[config.mk]
export PLATFORM = sky130hd
export DESIGN_NAME = spi_ctlr
export DESIGN_NICKNAME = d
export VERILOG_FILES = /design/src/rtl/spi_ctlr_pkg.sv /design/src/rtl/spi_ctlr_clkdiv.sv /design/src/rtl/spi_ctlr_shifter.sv /design/src/rtl/spi_ctlr_regs.sv /design/src/rtl/spi_ctlr.sv
export SDC_FILE = /design/constraint.sdc
export NUM_CORES = 1
export LEC_CHECK = 0
export BUFFER_PORTS_ARGS = -buffer_cell sky130_fd_sc_hd__buf_4
export CORE_ASPECT_RATIO = 0.6
export CORE_MARGIN = 8
export CORE_UTILIZATION = 53
export DETAILED_ROUTE_END_ITERATION = 6
export PLACE_DENSITY = 0.85
export SYNTH_ARGS = -nofsm -noshare
export SYNTH_HDL_FRONTEND = slang
export SYNTH_HIERARCHICAL = 1
export SYNTH_SLANG_ARGS = --single-unit
[constraint.sdc]
create_clock -name clk -period 2.5 [get_ports clk]
set_input_delay 0.375 -clock clk [delete_from_list [all_inputs] [get_ports clk]]
set_output_delay 0.375 -clock clk [all_outputs]
set_load 0.005 [all_outputs]
[src/rtl/spi_ctlr_pkg.sv]
// Package: shared constants of the SPI controller.
// Assumes an 8-bit register bus and an 8-bit serial byte.
package spi_ctlr_pkg;
    localparam int DATA_W      = 8;
    localparam int RATE_W      = 2;
    localparam int ADDR_W      = 2;
    localparam int SYNC_STAGES = 2;

    localparam logic [ADDR_W-1:0] A_CTRL = 2'd0;
    localparam logic [ADDR_W-1:0] A_STAT = 2'd1;
    localparam logic [ADDR_W-1:0] A_DATA = 2'd2;

    // control register bit positions
    localparam int C_IE   = 7;
    localparam int C_EN   = 6;
    localparam int C_MSTR = 4;
endpackage

[src/rtl/spi_ctlr_clkdiv.sv]
// Module: shift clock divider.
// Produces a one-cycle tick every (2 << rate) system clocks while run is high.
// Assumes that rate changes only while run is low.
module spi_ctlr_clkdiv #(
    parameter int RATE_W = 2
) (
    input  logic              clk,
    input  logic              rst_n,
    input  logic              run,
    input  logic [RATE_W-1:0] rate,
    output logic              tick
);
    localparam int CNT_W = (1 << RATE_W) + 1;

    logic [CNT_W-1:0] cnt;
    logic [CNT_W-1:0] half;

    // half-period length from the rate code
    always_comb begin
        half = {{(CNT_W-2){1'b0}}, 2'b10} << rate;
        tick = run && (cnt == half - 1'b1);
    end

    // free-running count, restarted whenever the divider is idle
    always_ff @(posedge clk) begin
        if (!rst_n || !run || tick) cnt <= '0;
        else                        cnt <= cnt + 1'b1;
    end
endmodule

[src/rtl/spi_ctlr_shifter.sv]
// Module: mode-0 serial shift engine.
// Master: driven by divider ticks, it samples miso on the rising edge and
// shifts on the falling edge. Slave: it follows the synchronised sck.
// Emits a one-cycle done pulse with the received byte.
// Assumes that load is asserted only while busy is low.
module spi_ctlr_shifter #(
    parameter int DATA_W = 8
) (
    input  logic              clk,
    input  logic              rst_n,
    input  logic              en,
    input  logic              mstr,
    input  logic              sel,
    input  logic              tick,
    input  logic              load,
    input  logic [DATA_W-1:0] load_data,
    input  logic              miso_i,
    input  logic              sck_s,
    input  logic              mosi_s,
    output logic              sck_o,
    output logic              sdo,
    output logic              mbusy,
    output logic              busy,
    output logic              done,
    output logic [DATA_W-1:0] rx_data
);
    localparam int CNT_W = $clog2(DATA_W);
    localparam logic [CNT_W-1:0] LAST = CNT_W'(DATA_W - 1);

    logic [DATA_W-1:0] shreg;
    logic [CNT_W-1:0]  bitcnt;
    logic              rx_bit;
    logic              sact;
    logic              sck_prev;
    logic              sck_rise;
    logic              sck_fall;

    // slave clock edges and output views
    always_comb begin
        sck_rise = sck_s && !sck_prev;
        sck_fall = !sck_s && sck_prev;
        sdo      = shreg[DATA_W-1];
        busy     = mbusy || sact;
    end

    // edge history of the synchronised slave clock
    always_ff @(posedge clk) begin
        if (!rst_n) sck_prev <= 1'b0;
        else        sck_prev <= sck_s;
    end

    // shift sequencing for both roles
    always_ff @(posedge clk) begin
        if (!rst_n) begin
            shreg <= '0; bitcnt <= '0; rx_bit <= 1'b0; sck_o <= 1'b0;
            mbusy <= 1'b0; sact <= 1'b0; done <= 1'b0; rx_data <= '0;
        end else begin
            done <= 1'b0;
            if (load) begin
                shreg  <= load_data;
                bitcnt <= '0;
                sck_o  <= 1'b0;
                mbusy  <= en && mstr;
                sact   <= 1'b0;
            end else if (en && mstr) begin
                if (mbusy && tick) begin
                    if (!sck_o) begin
                        sck_o  <= 1'b1;
                        rx_bit <= miso_i;
                    end else begin
                        sck_o  <= 1'b0;
                        shreg  <= {shreg[DATA_W-2:0], rx_bit};
                        bitcnt <= bitcnt + 1'b1;
                        if (bitcnt == LAST) begin
                            mbusy   <= 1'b0;
                            done    <= 1'b1;
                            rx_data <= {shreg[DATA_W-2:0], rx_bit};
                        end
                    end
                end
            end else if (en && sel) begin
                mbusy <= 1'b0;
                sck_o <= 1'b0;
                if (sck_rise) begin
                    rx_bit <= mosi_s;
                    sact   <= 1'b1;
                end else if (sck_fall && sact) begin
                    shreg  <= {shreg[DATA_W-2:0], rx_bit};
                    bitcnt <= bitcnt + 1'b1;
                    if (bitcnt == LAST) begin
                        sact    <= 1'b0;
                        done    <= 1'b1;
                        rx_data <= {shreg[DATA_W-2:0], rx_bit};
                    end
                end
            end else begin
                mbusy  <= 1'b0;
                sact   <= 1'b0;
                bitcnt <= '0;
                sck_o  <= 1'b0;
            end
        end
    end
endmodule

[src/rtl/spi_ctlr_regs.sv]
// Module: register file, status flags and their clearing sequences.
// Decodes bus accesses, holds the receive buffer, and issues shift-register
// loads. Assumes one strobe per cycle, and that rd and wr are never both
// high in the same cycle.
module spi_ctlr_regs #(
    parameter int DATA_W = 8,
    parameter int RATE_W = 2,
    parameter int ADDR_W = 2
) (
    input  logic              clk,
    input  logic              rst_n,
    input  logic [ADDR_W-1:0] bus_addr,
    input  logic              bus_rd,
    input  logic              bus_wr,
    input  logic [DATA_W-1:0] bus_wdata,
    output logic [DATA_W-1:0] bus_rdata,
    input  logic              done,
    input  logic [DATA_W-1:0] rx_data,
    input  logic              busy,
    input  logic              ss_pin_s,
    output logic              ie,
    output logic              en,
    output logic              mstr,
    output logic [RATE_W-1:0] rate,
    output logic              sod,
    output logic              ss_int,
    output logic              spif,
    output logic              wcol,
    output logic              ovr,
    output logic              modf,
    output logic              load,
    output logic [DATA_W-1:0] load_data
);
    import spi_ctlr_pkg::*;

    logic              ssm, ssi;
    logic              spif_arm, wcol_arm, modf_arm;
    logic [DATA_W-1:0] rbuf;
    logic              fault, stat_rd, ctrl_wr, stat_wr, data_rd, dwr;
    logic              locked, spif_clr, wcol_clr, modf_clr, keep_old;

    // access decode and flag-sequence conditions
    always_comb begin
        ss_int    = ssm ? ssi : ss_pin_s;
        fault     = en && mstr && !ss_int;
        stat_rd   = bus_rd && (bus_addr == A_STAT);
        stat_wr   = bus_wr && (bus_addr == A_STAT);
        ctrl_wr   = bus_wr && (bus_addr == A_CTRL);
        data_rd   = bus_rd && (bus_addr == A_DATA);
        dwr       = bus_wr && (bus_addr == A_DATA);
        locked    = spif && !spif_arm;
        spif_clr  = (data_rd || dwr) && spif_arm;
        wcol_clr  = data_rd && wcol_arm;
        modf_clr  = ctrl_wr && modf_arm;
        keep_old  = spif && !spif_clr;
        load      = dwr && !locked && !busy;
        load_data = bus_wdata;
    end

    // read data multiplexer
    always_comb begin
        case (bus_addr)
            A_CTRL:  bus_rdata = {ie, en, 1'b0, mstr, 2'b00, rate};
            A_STAT:  bus_rdata = {spif, wcol, ovr, modf, 1'b0, sod, ssm, ssi};
            A_DATA:  bus_rdata = rbuf;
            default: bus_rdata = '0;
        endcase
    end

    // control register; a mode fault drops enable and master select
    always_ff @(posedge clk) begin
        if (!rst_n) begin
            ie <= 1'b0; en <= 1'b0; mstr <= 1'b0; rate <= '0;
        end else begin
            if (ctrl_wr) begin
                ie   <= bus_wdata[C_IE];
                en   <= bus_wdata[C_EN];
                mstr <= bus_wdata[C_MSTR];
                rate <= bus_wdata[RATE_W-1:0];
            end
            if (fault) begin
                en   <= 1'b0;
                mstr <= 1'b0;
            end
        end
    end

    // writable configuration bits of the status register
    always_ff @(posedge clk) begin
        if (!rst_n) begin
            sod <= 1'b0; ssm <= 1'b0; ssi <= 1'b0;
        end else if (stat_wr) begin
            sod <= bus_wdata[2];
            ssm <= bus_wdata[1];
            ssi <= bus_wdata[0];
        end
    end

    // transfer-complete flag, its arm bit, overrun and the receive buffer
    always_ff @(posedge clk) begin
        if (!rst_n) begin
            spif <= 1'b0; spif_arm <= 1'b0; ovr <= 1'b0; rbuf <= '0;
        end else begin
            if (done)          spif <= 1'b1;
            else if (spif_clr) spif <= 1'b0;

            if (spif_clr)             spif_arm <= 1'b0;
            else if (stat_rd && spif) spif_arm <= 1'b1;

            if (done && keep_old) ovr <= 1'b1;
            else if (stat_rd)     ovr <= 1'b0;

            if (done && !keep_old) rbuf <= rx_data;
        end
    end

    // write-collision flag and its arm bit
    always_ff @(posedge clk) begin
        if (!rst_n) begin
            wcol <= 1'b0; wcol_arm <= 1'b0;
        end else begin
            if (dwr && !locked && busy) wcol <= 1'b1;
            else if (wcol_clr)          wcol <= 1'b0;

            if (wcol_clr)             wcol_arm <= 1'b0;
            else if (stat_rd && wcol) wcol_arm <= 1'b1;
        end
    end

    // mode-fault flag and its arm bit
    always_ff @(posedge clk) begin
        if (!rst_n) begin
            modf <= 1'b0; modf_arm <= 1'b0;
        end else begin
            if (fault)         modf <= 1'b1;
            else if (modf_clr) modf <= 1'b0;

            if (modf_clr)             modf_arm <= 1'b0;
            else if (stat_rd && modf) modf_arm <= 1'b1;
        end
    end
endmodule

[src/rtl/spi_ctlr.sv]
// Module: top of the SPI controller.
// Synchronises the slave-side pins, links the register file, the divider and
// the shift engine, and forms the output enables and the interrupt.
// Assumes that the slave-side pins are asynchronous to clk and that miso_i
// in master mode is timed by sck_o.
module spi_ctlr
    import spi_ctlr_pkg::*;
(
    input  logic              clk,
    input  logic              rst_n,
    input  logic [ADDR_W-1:0] bus_addr,
    input  logic              bus_rd,
    input  logic              bus_wr,
    input  logic [DATA_W-1:0] bus_wdata,
    output logic [DATA_W-1:0] bus_rdata,
    input  logic              sck_i,
    output logic              sck_o,
    output logic              sck_oe,
    input  logic              mosi_i,
    output logic              mosi_o,
    output logic              mosi_oe,
    input  logic              miso_i,
    output logic              miso_o,
    output logic              miso_oe,
    input  logic              ss_n_i,
    output logic              irq
);
    localparam int NSYNC = 3;

    logic [NSYNC-1:0]  pin_raw, pin_s;
    logic              ie, en, mstr, sod, ss_int;
    logic [RATE_W-1:0] rate;
    logic              spif, wcol, ovr, modf;
    logic              load, tick, mbusy, busy, done, sdo;
    logic [DATA_W-1:0] load_data, rx_data;

    assign pin_raw = {ss_n_i, mosi_i, sck_i};

    // one synchroniser chain per slave-side pin
    for (genvar g = 0; g < NSYNC; g++) begin : g_sync
        logic [SYNC_STAGES-1:0] chain;
        // shift the pin through the stages; select idles high
        always_ff @(posedge clk) begin
            if (!rst_n) chain <= (g == NSYNC - 1) ? '1 : '0;
            else        chain <= {chain[SYNC_STAGES-2:0], pin_raw[g]};
        end
        assign pin_s[g] = chain[SYNC_STAGES-1];
    end

    spi_ctlr_regs #(.DATA_W(DATA_W), .RATE_W(RATE_W), .ADDR_W(ADDR_W)) u_regs (
        .clk(clk), .rst_n(rst_n), .bus_addr(bus_addr), .bus_rd(bus_rd),
        .bus_wr(bus_wr), .bus_wdata(bus_wdata), .bus_rdata(bus_rdata),
        .done(done), .rx_data(rx_data), .busy(busy), .ss_pin_s(pin_s[2]),
        .ie(ie), .en(en), .mstr(mstr), .rate(rate), .sod(sod), .ss_int(ss_int),
        .spif(spif), .wcol(wcol), .ovr(ovr), .modf(modf),
        .load(load), .load_data(load_data)
    );

    spi_ctlr_clkdiv #(.RATE_W(RATE_W)) u_div (
        .clk(clk), .rst_n(rst_n), .run(mbusy), .rate(rate), .tick(tick)
    );

    spi_ctlr_shifter #(.DATA_W(DATA_W)) u_shift (
        .clk(clk), .rst_n(rst_n), .en(en), .mstr(mstr), .sel(!ss_int),
        .tick(tick), .load(load), .load_data(load_data), .miso_i(miso_i),
        .sck_s(pin_s[0]), .mosi_s(pin_s[1]), .sck_o(sck_o), .sdo(sdo),
        .mbusy(mbusy), .busy(busy), .done(done), .rx_data(rx_data)
    );

    // pin drive, output enables and interrupt
    always_comb begin
        mosi_o  = sdo;
        miso_o  = sdo;
        sck_oe  = en && mstr;
        mosi_oe = en && mstr && !sod;
        miso_oe = en && !mstr && !sod && !ss_int;
        irq     = ie && (spif || ovr || modf);
    end
endmodule

==> results.md <==
* Area of the core at 5439 um2
* Initial antenna violation count at 0
* Number of antenna-violating nets in the routed design at 0
* Std-Cell Rows at 21
* Worst-margin pin slew at 921.8 ps
* Max Root-Sink Buffers at 2
* TNS Setup at 0 ps
* Share of cells above drive strength 1 at 20.23%
* Reg2Reg Launch Point: u_regs/rate[1]
* Crit path from: u_regs/rate[1]
* DR pass1 iterations at 5
* Root buffer cell: clkbuf_8
* Worst path required time at 2720 ps
* HP Class: in -> reg
* Synthesized cell area at 2914 um2
* Routed len/inst at 16.12 um
* First-pass GRT wire length at 11050 um
* Boundary Pins at 33
* H-tree level count at 3
* P_leak at 1.265 nW
* PwrDens at 604.5 nW/um2
* Layout Nets at 368
* Resize count post-CTS at 0
* CP max stage delay at 440 ps
* Skew-Pair Late Insertion Delay at 330 ps
* Yosys warns at 6
* Final setup vio count at 0
* Fin crit period at 2310 ps
* Final Hold Vio Count at 0
* Gate count of the mapped netlist at 322
* R2R depth at 7
* Clock slew at reported path FFs at 70 ps
* Period utilisation layout at 92.42%
* Hold path start: ss_n_i
* Antenna Diode Count at 0
* Die height at 73.44 um
* Post-synthesis cell type count at 53
* Clock sink count at 59
* Number of global-route vias before repair at 2237
* Hold path cells at 2
* Total GRT Usage at 17.07%
* Status: completed
* Detailed Route Iter0 Violations at 169
* Number of setup buffers added after CTS at 0
* Via density at 5.640
* Drt drc at 0
* Buffers on Ports at 32
* Syn_nets at 344
* Finished Layout Cells at 420
* CP Cell Sequence: nand3_1 -> a21oi_2 -> o221a_4 -> nand3_1 -> o32a_1 -> o311a_4 -> a22o_1
* Register area share after synthesis at 40.53%
* Number of CTS-inserted buffers at 9
* Crit end category: register
* RSZ-0062 raised after global routing: no
* Max Slew Vio Count at 0
* CTS tree: done
* CP Launch Type: register
* Register bit total from synthesis at 59
* Routed wire length at 6769 um
* Worst vdd ir at 0.3886 mV
* CP max-delay cell: dfxtp_1
* Cts hold-fix bufs at 0
* Fmax at 432.8 MHz
* Post-detail-place hpwl at 4832 um
* Area growth syn-to-layout at 14.81%
* CP Data Arrival Time at 2530 ps
* Critical path class: reg -> reg
* Via count at 2369
* Die ar. at 8205 um2
* GPL Wtd Cong at 0.8926
* Inst Count DP at 404
* Largest net degree at the start of global routing at 38
* Starting Density at 53.58%
* Syn Area/Cell at 9.050 um2
* Max-cap viol count at 0
* Setup Skew at 5.711 ps
* Die X-Extent at 111.7 um
* Slew HR at 38.55%
* Crit Path Max Fanout at 10
* Critical Path Most Common Cell: nand3_1
* Remaining Overflow, GRT at 0
-- sequential cells by signal, summed over array words and instances (netlist names), 2 cells and up --
register / cells
u_shift/rx_data: 8
u_regs/rate: 2
g_sync.chain: 6
u_shift/shreg: 8
u_shift/bitcnt: 3
u_div/cnt: 5
u_regs/rbuf: 8
-- layer usage --
layer  up-vias  wire length [um]  GRT usage [%]
li1       1153                 -              -
met1      1111              3239          22.05
met2        97              2930          25.30
met3         8               514          7.137
met4         0                85          5.113
met5         -                 0              0
-- worst paths after layout --
path / to / slack (ps)
worst max-delay path: u_shift/shreg[0] / 190
worst min-delay path: g_sync[2].chain[0] / 220
worst max register to register: u_shift/shreg[0] / 190
worst min register to register: g_sync[2].chain[1] / 410
-- cell usage after synthesis, drive strengths merged --
master,instances,share of area [%]
clkbuf,10,1.3
a21bo,1,0.34
a21boi,7,1.8
nand3b,1,0.26
a31o,1,0.30
nand2,60,7.7
a311oi,1,0.30
nand3,10,1.7
and2,7,1.5
nor4b,1,0.52
or2,3,0.64
o32ai,2,0.86
o31ai,8,2.1
dfxtp,59,41
a22o,8,2.4
o221a,1,0.69
a21oi,7,1.3
xnor2,2,0.60
nand4b,3,0.90
nor2,15,2.0
xor2,3,0.90
a31oi,6,1.8
nor3,5,1.4
o31a,1,0.30
nand2b,7,1.5
and3b,1,0.30
o32a,1,0.34
mux2,1,0.39
ha,4,1.7
nor3b,2,1.1
o211ai,2,0.52
o311a,1,0.73
o21ai,10,1.7
o21a,4,1.3
inv,10,1.3
nor2b,8,1.7
and4,1,0.34
mux2i,29,10
buf,17,4.3
a211oi,1,0.26
o2bb2ai,1,0.30
-- where the power goes --
part           total (W)  internal (W)  switching (W)
combinational   0.000130     0.0000548      0.0000757
clock           0.000925      0.000558       0.000367
sequential      0.000967      0.000954      0.0000128
total            0.00202       0.00157       0.000455
-- critical path: cells and delay by family, from the launching register on --
family             cells  cell delay, ps
AOI/OAI and AO/OA      5            1470
and+or+nand+nor        2             290
DFF                    1             440
-- metrics by stage --
step / instance area, um2 / total power (W) / utilization [%] / setup slack, ps / hold slack (ps)
2_1_floorplan: 2914 / 0.001072 / - / 341.3 / 386.3
3_3_place_gp: 3137 / 0.001111 / 57.67 / 318.6 / 392.4
3_5_place_dp: 3137 / 0.001115 / 57.67 / 240.0 / 398.3
4_1_cts: 3346 / 0.002044 / 61.51 / 200.0 / 202.5
5_1_grt: 3346 / 0.002098 / 61.51 / 57.07 / 198.8
6_report: 3346 / 0.002023 / 61.51 / 189.5 / 219.7
-- cell type report --
cell class | count | area [um2]
clock buffer | 11 | 131.4
clock inverter | 5 | 77.57
fill | 459 | 2093
inverter | 10 | 37.54
multi-input combinational | 226 | 1531
sequential | 59 | 1181
tap | 69 | 86.33
timing repair buffer | 40 | 300.3
-- placed cells by master (no fill, tap or decap), types with 3 or more instances in the layout --
cell type,netlist,layout
nand2_1,60,60
nand4b_1,3,3
a22o_1,8,8
and2_1,6,6
a31oi_1,5,5
inv_1,10,10
dfxtp_1,59,59
ha_1,4,4
o21a_1,3,3
nor3_2,3,3
a21boi_0,4,4
xor2_1,3,3
o31ai_1,8,8
o21ai_0,10,10
nor2_1,14,14
a21oi_1,6,6
nand3_1,10,10
nor2b_1,8,8
a21boi_1,3,3
clkbuf_8,0,9
buf_4,9,40
mux2i_1,29,29
nand2b_1,7,7
-- logic make-up after synthesis --
kind of cell             count (synthesis)  synth area share [%]
buffers and inverters                   37                 6.913
XOR/XNOR                                 5                 1.503
AND/OR/NAND/NOR                        124                 21.64
adder cells (fa/ha/maj)                  4                 1.718
multiplexers                            30                 10.35
AO/OA/AOI/OAI                           63                 17.35
flip-flops                              59                 40.53
(Power assumes the default switching activity.)
